`src/rtl/cpwm_pkg.sv`:
```
package cpwm_pkg;
  localparam int ADDR_W = 3;

  typedef enum logic [ADDR_W-1:0] {
    A_MOD  = 3'd0,
    A_DEAD = 3'd1,
    A_POL  = 3'd2,
    A_CLR  = 3'd3,
    A_CMP0 = 3'd4
  } cpwm_addr_e;

  typedef struct packed {
    logic bot_low;
    logic top_low;
  } cpwm_pol_t;
endpackage

```
`src/rtl/cpwm_timebase.sv`:
```
module cpwm_timebase #(
  parameter int CNT_W     = 12,
  parameter int NUM_PAIRS = 3
) (
  input  logic                                clk_i,
  input  logic                                rst_ni,
  input  logic [CNT_W-1:0]                    mod_shd_i,
  input  logic [NUM_PAIRS-1:0][CNT_W-1:0]     cmp_shd_i,
  output logic [CNT_W-1:0]                    cnt_o,
  output logic [NUM_PAIRS-1:0][CNT_W-1:0]     cmp_act_o,
  output logic                                wrap_o
);
  localparam int EXT_W = CNT_W + 1;

  logic [CNT_W-1:0]                cnt_q;
  logic [CNT_W-1:0]                mod_q;
  logic [NUM_PAIRS-1:0][CNT_W-1:0] cmp_q;
  logic [EXT_W-1:0]                cnt_inc;
  logic                            wrap;

  assign cnt_inc = EXT_W'(cnt_q) + EXT_W'(1);
  assign wrap    = cnt_inc >= EXT_W'(mod_q);

  // live values reload only at the period boundary
  always_ff @(posedge clk_i or negedge rst_ni) begin
    if (!rst_ni) begin
      cnt_q <= '0;
      mod_q <= '0;
      cmp_q <= '0;
    end else if (wrap) begin
      cnt_q <= '0;
      mod_q <= mod_shd_i;
      cmp_q <= cmp_shd_i;
    end else begin
      cnt_q <= cnt_inc[CNT_W-1:0];
    end
  end

  assign cnt_o     = cnt_q;
  assign cmp_act_o = cmp_q;
  assign wrap_o    = wrap;

  assert_cnt_in_range_R1: assert property (@(posedge clk_i) disable iff (!rst_ni)
    (mod_q == '0) || (cnt_q < mod_q));

  assert_cmp_held_mid_period_R6: assert property (@(posedge clk_i) disable iff (!rst_ni)
    !wrap |=> $stable(cmp_q));
endmodule

```
`src/rtl/cpwm_deadband.sv`:
```
module cpwm_deadband #(
  parameter int DT_W = 8
) (
  input  logic            clk_i,
  input  logic            rst_ni,
  input  logic            halt_i,
  input  logic            ideal_i,
  input  logic [DT_W-1:0] dead_i,
  output logic            act_o
);
  logic [DT_W-1:0] wait_q;
  logic            act_q;

  // turn-on waits dead_i clocks of steady ideal high; turn-off is immediate
  always_ff @(posedge clk_i or negedge rst_ni) begin
    if (!rst_ni) begin
      wait_q <= '0;
      act_q  <= 1'b0;
    end else if (halt_i || !ideal_i) begin
      wait_q <= '0;
      act_q  <= 1'b0;
    end else if (wait_q >= dead_i) begin
      act_q  <= 1'b1;
    end else begin
      wait_q <= wait_q + DT_W'(1);
    end
  end

  assign act_o = act_q;
endmodule

```
`src/rtl/cpwm_pair.sv`:
```
module cpwm_pair #(
  parameter int CNT_W = 12,
  parameter int DT_W  = 8
) (
  input  logic             clk_i,
  input  logic             rst_ni,
  input  logic             halt_i,
  input  logic [CNT_W-1:0] cnt_i,
  input  logic [CNT_W-1:0] cmp_i,
  input  logic [DT_W-1:0]  dead_i,
  output logic             top_act_o,
  output logic             bot_act_o
);
  logic ideal_top;
  logic ideal_bot;

  assign ideal_top = cnt_i < cmp_i;
  assign ideal_bot = !ideal_top;

  cpwm_deadband #(.DT_W(DT_W)) u_db_top (
    .clk_i  (clk_i),
    .rst_ni (rst_ni),
    .halt_i (halt_i),
    .ideal_i(ideal_top),
    .dead_i (dead_i),
    .act_o  (top_act_o)
  );

  cpwm_deadband #(.DT_W(DT_W)) u_db_bot (
    .clk_i  (clk_i),
    .rst_ni (rst_ni),
    .halt_i (halt_i),
    .ideal_i(ideal_bot),
    .dead_i (dead_i),
    .act_o  (bot_act_o)
  );

  assert_no_overlap_R3: assert property (@(posedge clk_i) disable iff (!rst_ni)
    !(top_act_o && bot_act_o));
endmodule

```
`src/rtl/cpwm_fault.sv`:
```
module cpwm_fault (
  input  logic clk_i,
  input  logic rst_ni,
  input  logic fault_i,
  input  logic clr_i,
  input  logic wrap_i,
  output logic halt_o
);
  logic latched_q;
  logic pend_q;

  always_ff @(posedge clk_i or negedge rst_ni) begin
    if (!rst_ni) begin
      latched_q <= 1'b0;
      pend_q    <= 1'b0;
    end else if (fault_i) begin
      latched_q <= 1'b1;
      pend_q    <= 1'b0;   // clear written during fault is dropped
    end else if (wrap_i && pend_q) begin
      latched_q <= 1'b0;
      pend_q    <= 1'b0;
    end else if (clr_i && latched_q) begin
      pend_q    <= 1'b1;
    end
  end

  // fault_i gates combinationally for same-cycle shutdown
  assign halt_o = fault_i || latched_q;

  assert_fault_latches_R8: assert property (@(posedge clk_i) disable iff (!rst_ni)
    fault_i |=> latched_q);

  assert_release_on_wrap_R9: assert property (@(posedge clk_i) disable iff (!rst_ni)
    !wrap_i |=> !$fell(latched_q));
endmodule

```
`src/rtl/cpwm_top.sv`:
```
module cpwm_top
  import cpwm_pkg::*;
#(
  parameter int CNT_W     = 12,
  parameter int DT_W      = 8,
  parameter int NUM_PAIRS = 3
) (
  input  logic                  clk_i,
  input  logic                  rst_ni,
  input  logic                  wr_en_i,
  input  logic [ADDR_W-1:0]     wr_addr_i,
  input  logic [CNT_W-1:0]      wr_data_i,
  input  logic                  fault_i,
  output logic [NUM_PAIRS-1:0]  pwm_top_o,
  output logic [NUM_PAIRS-1:0]  pwm_bot_o
);
  logic [CNT_W-1:0]                mod_shd_q;
  logic [NUM_PAIRS-1:0][CNT_W-1:0] cmp_shd_q;
  logic [DT_W-1:0]                 dead_q;
  cpwm_pol_t                       pol_q;
  logic                            clr_wr;

  logic [CNT_W-1:0]                cnt;
  logic [NUM_PAIRS-1:0][CNT_W-1:0] cmp_act;
  logic                            wrap;
  logic                            halt;
  logic [NUM_PAIRS-1:0]            top_act;
  logic [NUM_PAIRS-1:0]            bot_act;

  always_ff @(posedge clk_i or negedge rst_ni) begin
    if (!rst_ni) begin
      mod_shd_q <= '0;
      dead_q    <= '0;
      pol_q     <= '0;
    end else if (wr_en_i) begin
      if (wr_addr_i == A_MOD)  mod_shd_q <= wr_data_i;
      if (wr_addr_i == A_DEAD) dead_q    <= wr_data_i[DT_W-1:0];
      if (wr_addr_i == A_POL)  pol_q     <= cpwm_pol_t'(wr_data_i[1:0]);
    end
  end

  assign clr_wr = wr_en_i && (wr_addr_i == A_CLR) && wr_data_i[0];

  for (genvar k = 0; k < NUM_PAIRS; k++) begin : g_cmp_reg
    always_ff @(posedge clk_i or negedge rst_ni) begin
      if (!rst_ni)
        cmp_shd_q[k] <= '0;
      else if (wr_en_i && wr_addr_i == ADDR_W'(int'(A_CMP0) + k))
        cmp_shd_q[k] <= wr_data_i;
    end
  end

  cpwm_timebase #(.CNT_W(CNT_W), .NUM_PAIRS(NUM_PAIRS)) u_timebase (
    .clk_i    (clk_i),
    .rst_ni   (rst_ni),
    .mod_shd_i(mod_shd_q),
    .cmp_shd_i(cmp_shd_q),
    .cnt_o    (cnt),
    .cmp_act_o(cmp_act),
    .wrap_o   (wrap)
  );

  cpwm_fault u_fault (
    .clk_i  (clk_i),
    .rst_ni (rst_ni),
    .fault_i(fault_i),
    .clr_i  (clr_wr),
    .wrap_i (wrap),
    .halt_o (halt)
  );

  for (genvar k = 0; k < NUM_PAIRS; k++) begin : g_pair
    cpwm_pair #(.CNT_W(CNT_W), .DT_W(DT_W)) u_pair (
      .clk_i    (clk_i),
      .rst_ni   (rst_ni),
      .halt_i   (halt),
      .cnt_i    (cnt),
      .cmp_i    (cmp_act[k]),
      .dead_i   (dead_q),
      .top_act_o(top_act[k]),
      .bot_act_o(bot_act[k])
    );

    assign pwm_top_o[k] = (top_act[k] && !halt) ^ pol_q.top_low;
    assign pwm_bot_o[k] = (bot_act[k] && !halt) ^ pol_q.bot_low;
  end
endmodule

```
`config.mk`:
```
export PLATFORM = sky130hd
export DESIGN_NAME = cpwm_top
export DESIGN_NICKNAME = d
export VERILOG_FILES = /design/src/rtl/cpwm_pkg.sv /design/src/rtl/cpwm_timebase.sv /design/src/rtl/cpwm_deadband.sv /design/src/rtl/cpwm_pair.sv /design/src/rtl/cpwm_fault.sv /design/src/rtl/cpwm_top.sv
export SDC_FILE = /design/constraint.sdc
export NUM_CORES = 1
export LEC_CHECK = 0
export BUFFER_PORTS_ARGS = -buffer_cell sky130_fd_sc_hd__buf_2
export CORE_MARGIN = 8
export CORE_UTILIZATION = 23
export DETAILED_ROUTE_END_ITERATION = 10
export GPL_ROUTABILITY_DRIVEN = 0
export GPL_TIMING_DRIVEN = 0
export PLACE_DENSITY = 0.44
export SYNTH_ARGS = -nofsm -noshare
export SYNTH_HDL_FRONTEND = slang
export SYNTH_SLANG_ARGS = --single-unit
```
`constraint.sdc`:
```
create_clock -name clk_i -period 4.4 [get_ports clk_i]
set_clock_uncertainty 0.05 [all_clocks]
set_input_delay 0.44 -clock clk_i [delete_from_list [all_inputs] [get_ports clk_i]]
set_output_delay 0.44 -clock clk_i [all_outputs]
set_load 0.005 [all_outputs]
```
== Word-level counts from Yosys, hierarchy flattened ==
Cells that the tools add are included.
Word-level totals
  register bits: 174
  output and inout port bits: 6
  word-level logic and storage cells: 127
Cells by class
  $add $sub $neg: 7
  magnitude comparators: 10
  equal/unequal tests: 12
  muxes and demuxes: 30
  bitwise operators: 6
  reduce and logical (&&, ||, !) cells: 36
Operators by type and width (count)
  $mux 8: 12
  $add 8x1->8 const B: 6
  $ge 8x8->1: 6
  $lt 12x12->1: 3
  $mux 1: 17
  $reduce_bool 2->1: 7
  $add 12x1->13 const B: 1
  $ge 13x12->1: 1
  $logic_and 1x1->1: 13
  $mux 12: 1
  $ne 2x2->1 const B: 6
  $eq 3x3->1 const B: 3
  $logic_or 1x1->1: 7
  $eq 3x2->1 const B: 2
  $reduce_and 2->1: 3
  $xor 1x1->1: 6
  $logic_not 1->1: 4
  $eq 3x1->1 const B: 1
  $logic_not 3->1: 1
  $reduce_bool 3->1: 1

== Logic depth before layout (Yosys ltp) ==
Gate-level depths: netlist of run 1.
  depth in word-level cells: 7
  gate-level depth with buffers: 11

== Hierarchy ==
From an unflattened synthesis of run 1, not the netlist that was laid out.
Unflattened totals
  cells, all modules: 894
  area total of the unflattened synthesis: 9749.4 µm²
By module, submodules not included
  cpwm_deadband: times used 6, cells an instance 72, area each 628.1 µm², sequential area each 225.2 µm²
  cpwm_timebase: times used 1, cells an instance 196, area each 2672.6 µm², sequential area each 1501.4 µm²
  cpwm_top: times used 1, cells an instance 141, area each 2342.2 µm², sequential area each 1451.4 µm²
  cpwm_pair (g_pair[1].u_pair ...): times used 2, cells an instance 40, area each 299.0 µm², sequential area each 0.0 µm²
  cpwm_pair (g_pair[0].u_pair): times used 1, cells an instance 37, area each 281.5 µm², sequential area each 0.0 µm²
  cpwm_fault: times used 1, cells an instance 8, area each 86.3 µm², sequential area each 50.0 µm²

== Worst setup path before layout of run 1 ==
Ideal clock, no wire load.
  path type: reg2reg
  from: register u_timebase.cnt_q[2] (netlist: u_timebase.cnt_o[2])
  to: register u_timebase.cmp_q (netlist bit u_timebase.cmp_act_o[10])
  arrival: 2.793 ns
  path slack: 1.432 ns
  stages on the path, launching flop included: 11
  buffers on the path: 1
  clock period less this slack: 2.968 ns
  cell sequence: dfrtp_1 -> and4_1 -> nand4_1 -> xnor2_1 -> ha_1 -> and4_1 -> a21oi_1 -> a21oi_1 -> a211oi_2 -> buf_4 -> mux2_2
On the way
  word-level cells in the longest chain between the ends: 2
RTL lines
  from (decl): line cpwm_timebase.sv:15  | logic [CNT_W-1:0] cnt_q;
  from (signal assigned): line cpwm_timebase.sv:35  | cnt_q <= cnt_inc[CNT_W-1:0];
  $add 12x1->13: line cpwm_timebase.sv:21  | assign cnt_inc = EXT_W'(cnt_q) + EXT_W'(1);
  $ge 13x12->1: line cpwm_timebase.sv:22  | assign wrap = cnt_inc >= EXT_W'(mod_q);
  to (signal assigned): line cpwm_timebase.sv:33  | cmp_q <= cmp_shd_i;
  to (decl): line cpwm_timebase.sv:17  | logic [NUM_PAIRS-1:0][CNT_W-1:0] cmp_q;
No other way between the ends.
A chain may end at the register's enable or synchronous reset.

== Final worst setup path of run 1 ==
  from: register u_timebase.cnt_q[2] (netlist: u_timebase.cnt_o[2])
  to: register u_timebase.cmp_q (netlist bit u_timebase.cmp_act_o[8])
Same word-level chain as after synthesis.

==> results of run 1 <==
-- placed cells by master, fill, tap and decap left out, drive strengths merged, types with 5 or more instances in the layout --
| cell | n |
|---|---|
| and4 | 5 |
| inv | 76 |
| ha | 100 |
| o21ai | 34 |
| and3 | 6 |
| o31ai | 9 |
| nand3 | 18 |
| and2 | 13 |
| nand2b | 9 |
| buf | 36 |
| a21oi | 38 |
| or4 | 5 |
| or3 | 22 |
| nor3 | 18 |
| nor2 | 32 |
| dfrtp | 174 |
| xnor2 | 30 |
| a211oi | 23 |
| nand4 | 13 |
| nand2 | 50 |
| mux2 | 99 |
| nor2b | 5 |
| a21o | 10 |
| clkbuf | 25 |
| a31oi | 5 |
-- power by group --
part / switching (mW) / internal, mW
sequential: 0.246 / 1.96
clock: 0.689 / 0.804
combinational: 0.870 / 0.843
-- routing by layer --
metal,GRT usage (%),up-vias,routed length [um]
li1,-,3206,-
met1,14.17,3228,12140
met2,15.68,58,10270
met3,2.228,16,600
met4,2.801,0,275
met5,0,-,0
-- final timing paths --
check                                                                   to  cells after the start                           from  slack, ns
setup / recovery                       u_timebase.cmp_act_o[8]$_DFFE_PN0P_                     10  u_timebase.cnt_o[2]$_DFF_PN0_       0.78
hold / removal                                    mod_shd_q[8]$_DFFE_PN0P_                      2                   wr_data_i[8]       0.27
setup reg to reg                       u_timebase.cmp_act_o[8]$_DFFE_PN0P_                     10  u_timebase.cnt_o[2]$_DFF_PN0_       0.78
hold reg to reg                       u_timebase.cmp_act_o[15]$_DFFE_PN0P_                      1      cmp_shd_q[15]$_DFFE_PN0P_       0.45
max in group asynchronous                        cmp_shd_q[23]$_DFFE_PN0P_                      3                         rst_ni       2.81
min in group asynchronous  g_pair[1].u_pair.u_db_bot.wait_q[6]$_DFFE_PN0P_                      2                         rst_ni       0.54
-- layout make-up --
type	instances	share of cell area [%]
clock buffers	18	3.977
well taps	539	6.108
inverters	70	2.380
clock inverters	14	1.190
flip-flops and latches	174	39.43
repair buffers	26	1.518
plain buffers	19	1.133
multi-input cells	597	44.26
-- timing repair --
action                                  4_1_cts  5_1_grt
endpoints found under the hold margin        24        0
endpoints found under the setup margin        0        0
hold buffers                                  1        0
-- synthesized netlist by cell type, drive strengths merged, types with 4 or more instances --
cell	n
a211oi	23
a21o	10
a21oi	38
a31oi	5
and2	13
and3	6
and4	5
buf	11
clkbuf	7
dfrtp	174
ha	100
inv	70
mux2	99
mux2i	4
nand2	50
nand2b	9
nand3	18
nand4	13
nor2	32
nor2b	5
nor3	18
o21a	4
o21ai	34
o311ai	4
o31ai	9
or3	22
or4	5
xnor2	30
xor2	4
-- through the flow --
step / util, % / instances / TNS [ns] / setup slack, ns / hold slack (ns)
3_3_place_gp: 25.02 / 1423 / -35.42 / -0.2197 / 0.4330
3_5_place_dp: 25.11 / 1424 / 0 / 0.7737 / 0.4384
4_1_cts: 26.50 / 1457 / 0 / 0.7475 / 0.2426
2_1_floorplan: - / 860 / 0 / 1.432 / 0.09441
6_report: 26.50 / 1457 / 0 / 0.7753 / 0.2698
5_1_grt: 26.50 / 1457 / 0 / 0.4327 / 0.2506
-- kinds of logic after synthesis --
kind of cell    share of synthesized area [%]
buf+inv                                 4.028
mux                                     11.99
compound gates                          11.30
xor+xnor                                3.092
flops                                   45.22
fa+ha+maj                               12.99
simple gates                            11.37
-- registers in the layout, indices dropped and copies added, names as in the netlist --
name	cells
u_timebase.cmp_act_o	36
mod_shd_q	12
g_pair.u_pair.u_db_top.act_o	3
g_pair.u_pair.u_db_bot.act_o	3
u_fault.pend_q	1
u_timebase.cnt_o	12
g_pair.u_pair.u_db_top.wait_q	24
cmp_shd_q	36
g_pair.u_pair.u_db_bot.wait_q	24
pol_q	2
u_timebase.mod_q	12
u_fault.latched_q	1
dead_q	8
==> results.md, run 1 <==
- The flow ran to the end, and the final reports show no timing, DRC or antenna violations.
- The dominant register cell in the synthesized netlist is sky130_fd_sc_hd__dfrtp_1.
- The path type of the worst setup path is reg2reg.
- The type of destination of the critical path is a flip-flop.
- The average vias per placed instance is 4.467.
- 0 antenna diodes ended up in the layout.
- The full die area is 0.04867 sq mm.
- The share of Yosys cell area claimed by the top area cell type is a little under half.
- The largest single stage delay on the critical path is roughly 0.6 ns.
- The final number of max-transition violations is 0.
- The later pin in the worst-skew pair is clocked with a latency of 0.45 ns.
- The master cell of the clock root buffer is sky130_fd_sc_hd__clkbuf_16.
- The count of nets left with antenna violations once routing finished came out at 0.
- The via count is roughly 6500.
- In this run the horizontal extent of the chip is between 200 and 250 um.
- The die is 220.6 um tall.
- The post-synthesis cell type count is 57.
- The number of nets in the synthesized netlist is 979.
- CTS built an H-tree with a depth of 4.
- Dividing total power by cell area gives a power density of just under 500 mW/mm^2.
- The cell leakage power is 4.844 nW.
- The count of endpoints failing hold in the final timing report is 0.
- After detailed routing, the total wire length is 23.28 mm.
- Before antenna repair, the detailed router went through 5 iterations.
- The via count of the first global-routing pass is 6644.
- The core region area is 0.04167 sq mm.
- The fmax is about 280 MHz.
- The initial antenna violation count is 0.
- The type of origin of the critical path is a flip-flop.
- The synthesized area per cell is 11.20 sq um.
- The final period utilization is 82.38%.
- The area after detailed placement is 0.01046 sq mm.
- Summing all non-filler instances in the final layout gives an area of 0.01104 sq mm.
- The CTS tree is yes.
- The worst path required time is 4.67 ns.
- The starting utilization of the core area is 23.11%.
- Walking the worst path, the cells encountered are and4_1, nand4_1, xnor2_1, ha_1, and3_1, o21ai_0, a21oi_1, a211oi_2, buf_4, mux2_2.
- Input and output buffers added on the ports amount to 24.
- The kind of path behind the tightest hold check is in2reg.
- After floorplanning, the core was divided into 75 placement rows.
- In the final routed layout, each cell accounts on average for 15.98 um.
- Of the synthesized area, sequential elements account for 45.22%.
- In this design, the largest share of critical-path delay is due to compound AO/OA/AOI/OAI gates.
- Of all nets on the critical path, the largest fanout is 10.
- The count of buffer and inverter cells on the critical path is 1.
- The slowest stage of the critical path is the sky130_fd_sc_hd__a211oi_2 cell.
- The global-route wire length before repair is 37.86 mm.
- The number of failing setup endpoints in the final timing report is 0.
- The biggest area contributor in the post-synthesis netlist is sky130_fd_sc_hd__dfrtp_1.
- After the first detailed-routing iteration, the DRC count stood at 281.
- STA puts the critical path data arrival time at 3.90 ns.
- Yosys printed 0 warnings.
- For this run, design rule violations remaining after detail routing come to 0.
- The number of maximum-capacitance violations is 0.
- The cell area after technology mapping is 0.009629 sq mm.
- By area the synthesized netlist is led by sky130_fd_sc_hd__dfrtp_1, sky130_fd_sc_hd__ha_1, sky130_fd_sc_hd__mux2_2.
- In this run, synthesis inferred 0 flip-flops with an integrated enable.
- The maximum number of pins on one net before global-route repair is 92.
- After filler insertion, the fill cell instance count of the layout stands at 4435.
- The buffer levels on the longest clock path is 2.
- The quantity of gates resized following cts is 0.
- The share of layout cells above drive strength 1 is 19.50%.
- Summing internal, switching and leakage power gives 5.418 mW.
- The multi-input combinational cell area is 0.004887 sq mm.
- In this run, CTS created clock tree buffers numbering 17.
- The total congestion overflow is 0.
- The maximum VDD drop is 0.2681 mV.
- The number of top-level pins is 25.
- The clock period could shrink to 3.625 ns.
- At the pin with the least slew margin, the transition time is 1.089 ns.
- Setup repair after global routing left no endpoint under its margin.
- The number of buffers inserted by post-CTS setup repair is 0.
- Registers take 0.004354 sq mm.
- The clock transition at the register clock pins on the worst setup and hold paths after CTS is 0.07 ns.
- Summed over all nets, the half-perimeter wirelength after detailed placement is 16.66 mm.
- The net count of the finished layout is between 1000 and 1500.
- The relative max-transition margin is 27.38%.
- The total routing usage reported by global routing is 10.16%.
- The area added between synthesis and finish is 14.67%.
- In this run, synthesis produced a sequential element count of 174.
- The async set-reset flop share out of synthesis is 100.0%.
- CTS saw 174 sinks.
- Counting every instance in the synthesized netlist gives 860.
No activity file was read; power rests on OpenSTA's default activity.
==> inputs of run 2 (changes only) <==
--- a/config.mk
+++ b/config.mk
@@ -5,6 +5,7 @@
 export SDC_FILE = /design/constraint.sdc
 export NUM_CORES = 1
 export LEC_CHECK = 0
+export ABC_AREA = 1
 export BUFFER_PORTS_ARGS = -buffer_cell sky130_fd_sc_hd__buf_2
 export CORE_MARGIN = 8
 export CORE_UTILIZATION = 23
==> constraint.sdc (replaced) <==
create_clock -name clk_i -period 3.75 [get_ports clk_i]
set_clock_uncertainty 0.05 [all_clocks]
set_input_delay 0.375 -clock clk_i [delete_from_list [all_inputs] [get_ports clk_i]]
set_output_delay 0.375 -clock clk_i [all_outputs]
set_load 0.005 [all_outputs]
==> run 2 against run 1 <==
Net effect:
- combinational power is 18% higher
- largest cell class unchanged
- clock power is 14% higher
- synthesized cell count increased by 39%
- sequential share of layout area shrank 0.56 points
- sequential power up 9.5%
- critical path depth up 5
==> results.md, run 2 <==
- The flow ran to the end, and the final reports show no timing, DRC or antenna violations.
- The count of cells in the finished layout, fillers not included, comes to 1796.
- The library cell used most frequently in the layout, excluding fill and tap cells, is sky130_fd_sc_hd__nand2_1.
- The multi-input combinational cells in the finished layout cover a total of between 0.004 and 0.005 sq mm.
- The cell leakage power is 5.741 nW.
- The initial antenna violation count is 0.
- The type of origin of the critical path is a flip-flop.
- In the final routed layout, each cell accounts on average for 14.82 um.
- Clock-pin slew was measured on the worst setup and hold paths at about 0.07 ns.
- The register area is around 0.0044 sq mm.
- The count of unresolved DRC violations after routing is 0.
- The maximum VDD drop is 0.2438 mV.
- The final number of max-transition violations is 0.
- The synthesized netlist cell count is 1199.
- In this run the biggest area consumer among cell types represents 44.37% of the synthesized area.
- In the layout the commonest cells are sky130_fd_sc_hd__nand2_1, sky130_fd_sc_hd__dfrtp_1, sky130_fd_sc_hd__inv_1.
- For this run, the top clock speed supported by timing is 303.1 MHz.
- The number of top-level pins is 25.
- Sequential elements use 44.37% of the synthesized area.
- The count of port buffers added during placement is 24.
- The filler cell count in the final layout is around 4600.
- The synthesized area per cell is between 8 and 9 sq um.
- The global-route wire length before repair is 43.89 mm.
- Synthesis produced a netlist with a net count of 1318.
- Once layout is done, the placed cells without fillers occupy between 0.01 and 0.015 sq mm.
- After clock tree synthesis, the setup repair step added 0 buffers.
- Setup repair after global routing left no endpoint under its margin.
- Data arrives at the worst endpoint at 3.61 ns.
- The antenna diode count is 0.
- The total congestion overflow is 0.
- The relative max-transition margin is a little over 50%.
- After detailed routing, the total wire length is 26.61 mm.
- The final period utilization is 87.98%.
- The worst path required time is 4.06 ns.
- The floorplan has 75 rows.
- The cell sitting at the root of the clock tree is a sky130_fd_sc_hd__clkbuf_16.
- In this design, the stage delay of the slowest critical-path cell is 0.56 ns.
- The vertical die dimension is 222.6 um.
- The post-route netlist has 6.205% of its cells at a drive strength greater than 1.
- In this run, synthesis produced a sequential element count of between 150 and 200.
- The buffer levels on the longest clock path is 2.
- After synthesis, the cell types taking the most area are sky130_fd_sc_hd__dfrtp_1, sky130_fd_sc_hd__ha_1, sky130_fd_sc_hd__nand2_1.
- For this block, the initial DRC count from the detailed router was 527.
- The CTS tree is yes.
- The cell count of the worst hold path is 3.
- After routing, the total negative slack on setup checks comes to 0 ns.
- The clock sink count is 174.
- The pre-CTS worst setup slack is 0.4461 ns.
- Yosys instantiated no cell more often than sky130_fd_sc_hd__nand2_1.
- The first detailed-routing pass took 5 iterations.
- In the synthesized netlist the dominant register cell turns out to be sky130_fd_sc_hd__dfrtp_1.
- The count of H-tree levels built during CTS is 4.
- The count of nets left with antenna violations once routing finished came out at 0.
- The async set-reset flop share out of synthesis is 100.0%.
- Global routing used 11.21% of the available tracks across all layers.
- The cell accounting for the most synthesized area is sky130_fd_sc_hd__dfrtp_1.
- The average vias per placed instance is 4.326.
- The number of enable-type register cells in the synthesized netlist is 0.
- The die covers 0.04954 sq mm.
- The largest individual stage delay along the critical path comes from the cell sky130_fd_sc_hd__dfrtp_1.
- The cell area after technology mapping is 0.009814 sq mm.
- Entering global routing, the biggest net connects 109 pins.
- The starting utilization of the core area is between 20% and 30%.
- At the end of the flow, the number of nets in the layout was 1363.
- The power per cell area is around 550 mW/mm^2.
- Setup violations remaining at the end of the flow were counted as 0.
- The later pin in the worst-skew pair is clocked with a latency of 0.45 ns.
- Traced cell by cell, the critical path runs through ha_1, nand2_1, inv_2, nand2_2, nor2_2, nand4_1, xor2_1, inv_1, ha_1, a21oi_1, o21bai_1, a21oi_1, nand2_4, clkbuf_1, o21ai_0.
- The number of clock buffers added by TritonCTS is 17.
- Counting both buffers and inverters, the worst setup path holds a total of 3.
- The estimated wirelength of the detail-placed design is 18.79 mm.
- The die extent in x is 222.6 um.
- The count of cells along the worst register-to-register path is 15.
- The type of destination of the critical path is a flip-flop.
- The time the worst path needs with I/O delays and setup is ~3.3 ns.
- The worst path setup slack after routing is 0.4508 ns.
- After clock tree synthesis, the flow added hold-fix buffers numbering 1.
- The worst hold path belongs to the class in2reg.
- Counting buffers and inverters, the worst setup path is 15 cells deep.
- The via count of the first global-routing pass is 7956.
- The total placed cells including tap cells is 1763.
- The core region area is 0.04204 sq mm.
- In this run the worst path has a maximum fanout of 10.
- Grouping stages by cell kind, the critical path spends the most delay in compound AO/OA/AOI/OAI gates.
- The path type of the worst setup path is reg2reg.
- Across all layers, the routed design uses 7769 vias.
- The count of yosys warnings during synthesis is 0.
- The post-synthesis cell type count is 29.
- The transition time at the pin with the least slew margin is 0.7421 ns.
- The number of maximum-capacitance violations is 0.
- The number of gates resized after CTS was 0.
- The count of endpoints failing hold in the final timing report came to 0.
- The placed instances occupy a cell area of 0.01065 sq mm.
- After synthesis, the most frequently instantiated cells are sky130_fd_sc_hd__nand2_1, sky130_fd_sc_hd__dfrtp_1, sky130_fd_sc_hd__inv_1.
- The area added between synthesis and finish is 14.13%.
-- run 2: layout make-up --
class / instances / share of cell area (%)
Multi-Input combinational cell: 829 / 41.86
Sequential cell: 174 / 38.87
Tap cell: 539 / 6.021
Inverter: 171 / 5.731
Clock buffer: 21 / 4.111
Timing Repair Buffer: 26 / 1.497
Buffer: 25 / 1.162
Clock inverter: 11 / 0.7484
-- run 2: stage by stage --
step	util, %	total power, mW	hold slack, ns
after floorplan	-	3.794	0.02941
after global placement	25.24	4.460	0.4082
after detailed placement	25.32	4.500	0.3273
after CTS	26.64	6.240	0.09180
after global routing	26.64	6.647	0.1066
final	26.64	6.123	0.1093
-- run 2: worst paths after layout --
path	slack [ns]	start	end
min in group asynchronous	0.42	rst_ni	mod_shd_q[5]$_DFFE_PN0P_
max in group asynchronous	2.30	rst_ni	g_pair[2].u_pair.u_db_top.wait_q[1]$_DFFE_PN0P_
setup reg to reg	0.45	u_timebase.cnt_o[0]$_DFF_PN0_	u_timebase.cmp_act_o[17]$_DFFE_PN0P_
hold reg to reg	0.41	u_fault.pend_q$_DFFE_PN0P_	u_fault.pend_q$_DFFE_PN0P_
setup / recovery	0.45	u_timebase.cnt_o[0]$_DFF_PN0_	u_timebase.cmp_act_o[17]$_DFFE_PN0P_
hold / removal	0.11	fault_i	u_fault.latched_q$_DFFE_PN0P_
-- run 2: tightest hold or removal path, stage by stage --
cell                      delay, ns
sky130_fd_sc_hd__buf_2         0.09
sky130_fd_sc_hd__inv_1         0.05
sky130_fd_sc_hd__nand2_1       0.06
-- run 2: where the power goes --
group	switching (mW)	internal [mW]
combinational	1.36	0.650
clock	0.812	0.887
sequential	0.201	2.22
-- run 2: logic make-up (layout without fill, tap and decap cells) --
kind of cell / Yosys count / count (layout) / share of synthesized area, %
adder cells (fa/ha/maj): 100 / 100 / 12.75
XOR/XNOR: 37 / 37 / 3.302
AO/OA/AOI/OAI: 177 / 177 / 9.345
buffers and inverters: 196 / 254 / 7.866
AND/OR/NAND/NOR: 515 / 515 / 22.37
flip-flops: 174 / 174 / 44.37
-- run 2: metal layers --
| layer | global-route usage (%) | up-vias | share of wire [%] |
|---|---|---|---|
| met2 | 19.30 | 60 | 48 |
| met5 | 0 | - | 0 |
| met4 | 3.016 | 0 | 1.3 |
| met3 | 1.712 | 20 | 1.7 |
| li1 | - | 3978 | - |
| met1 | 14.44 | 3711 | 49 |
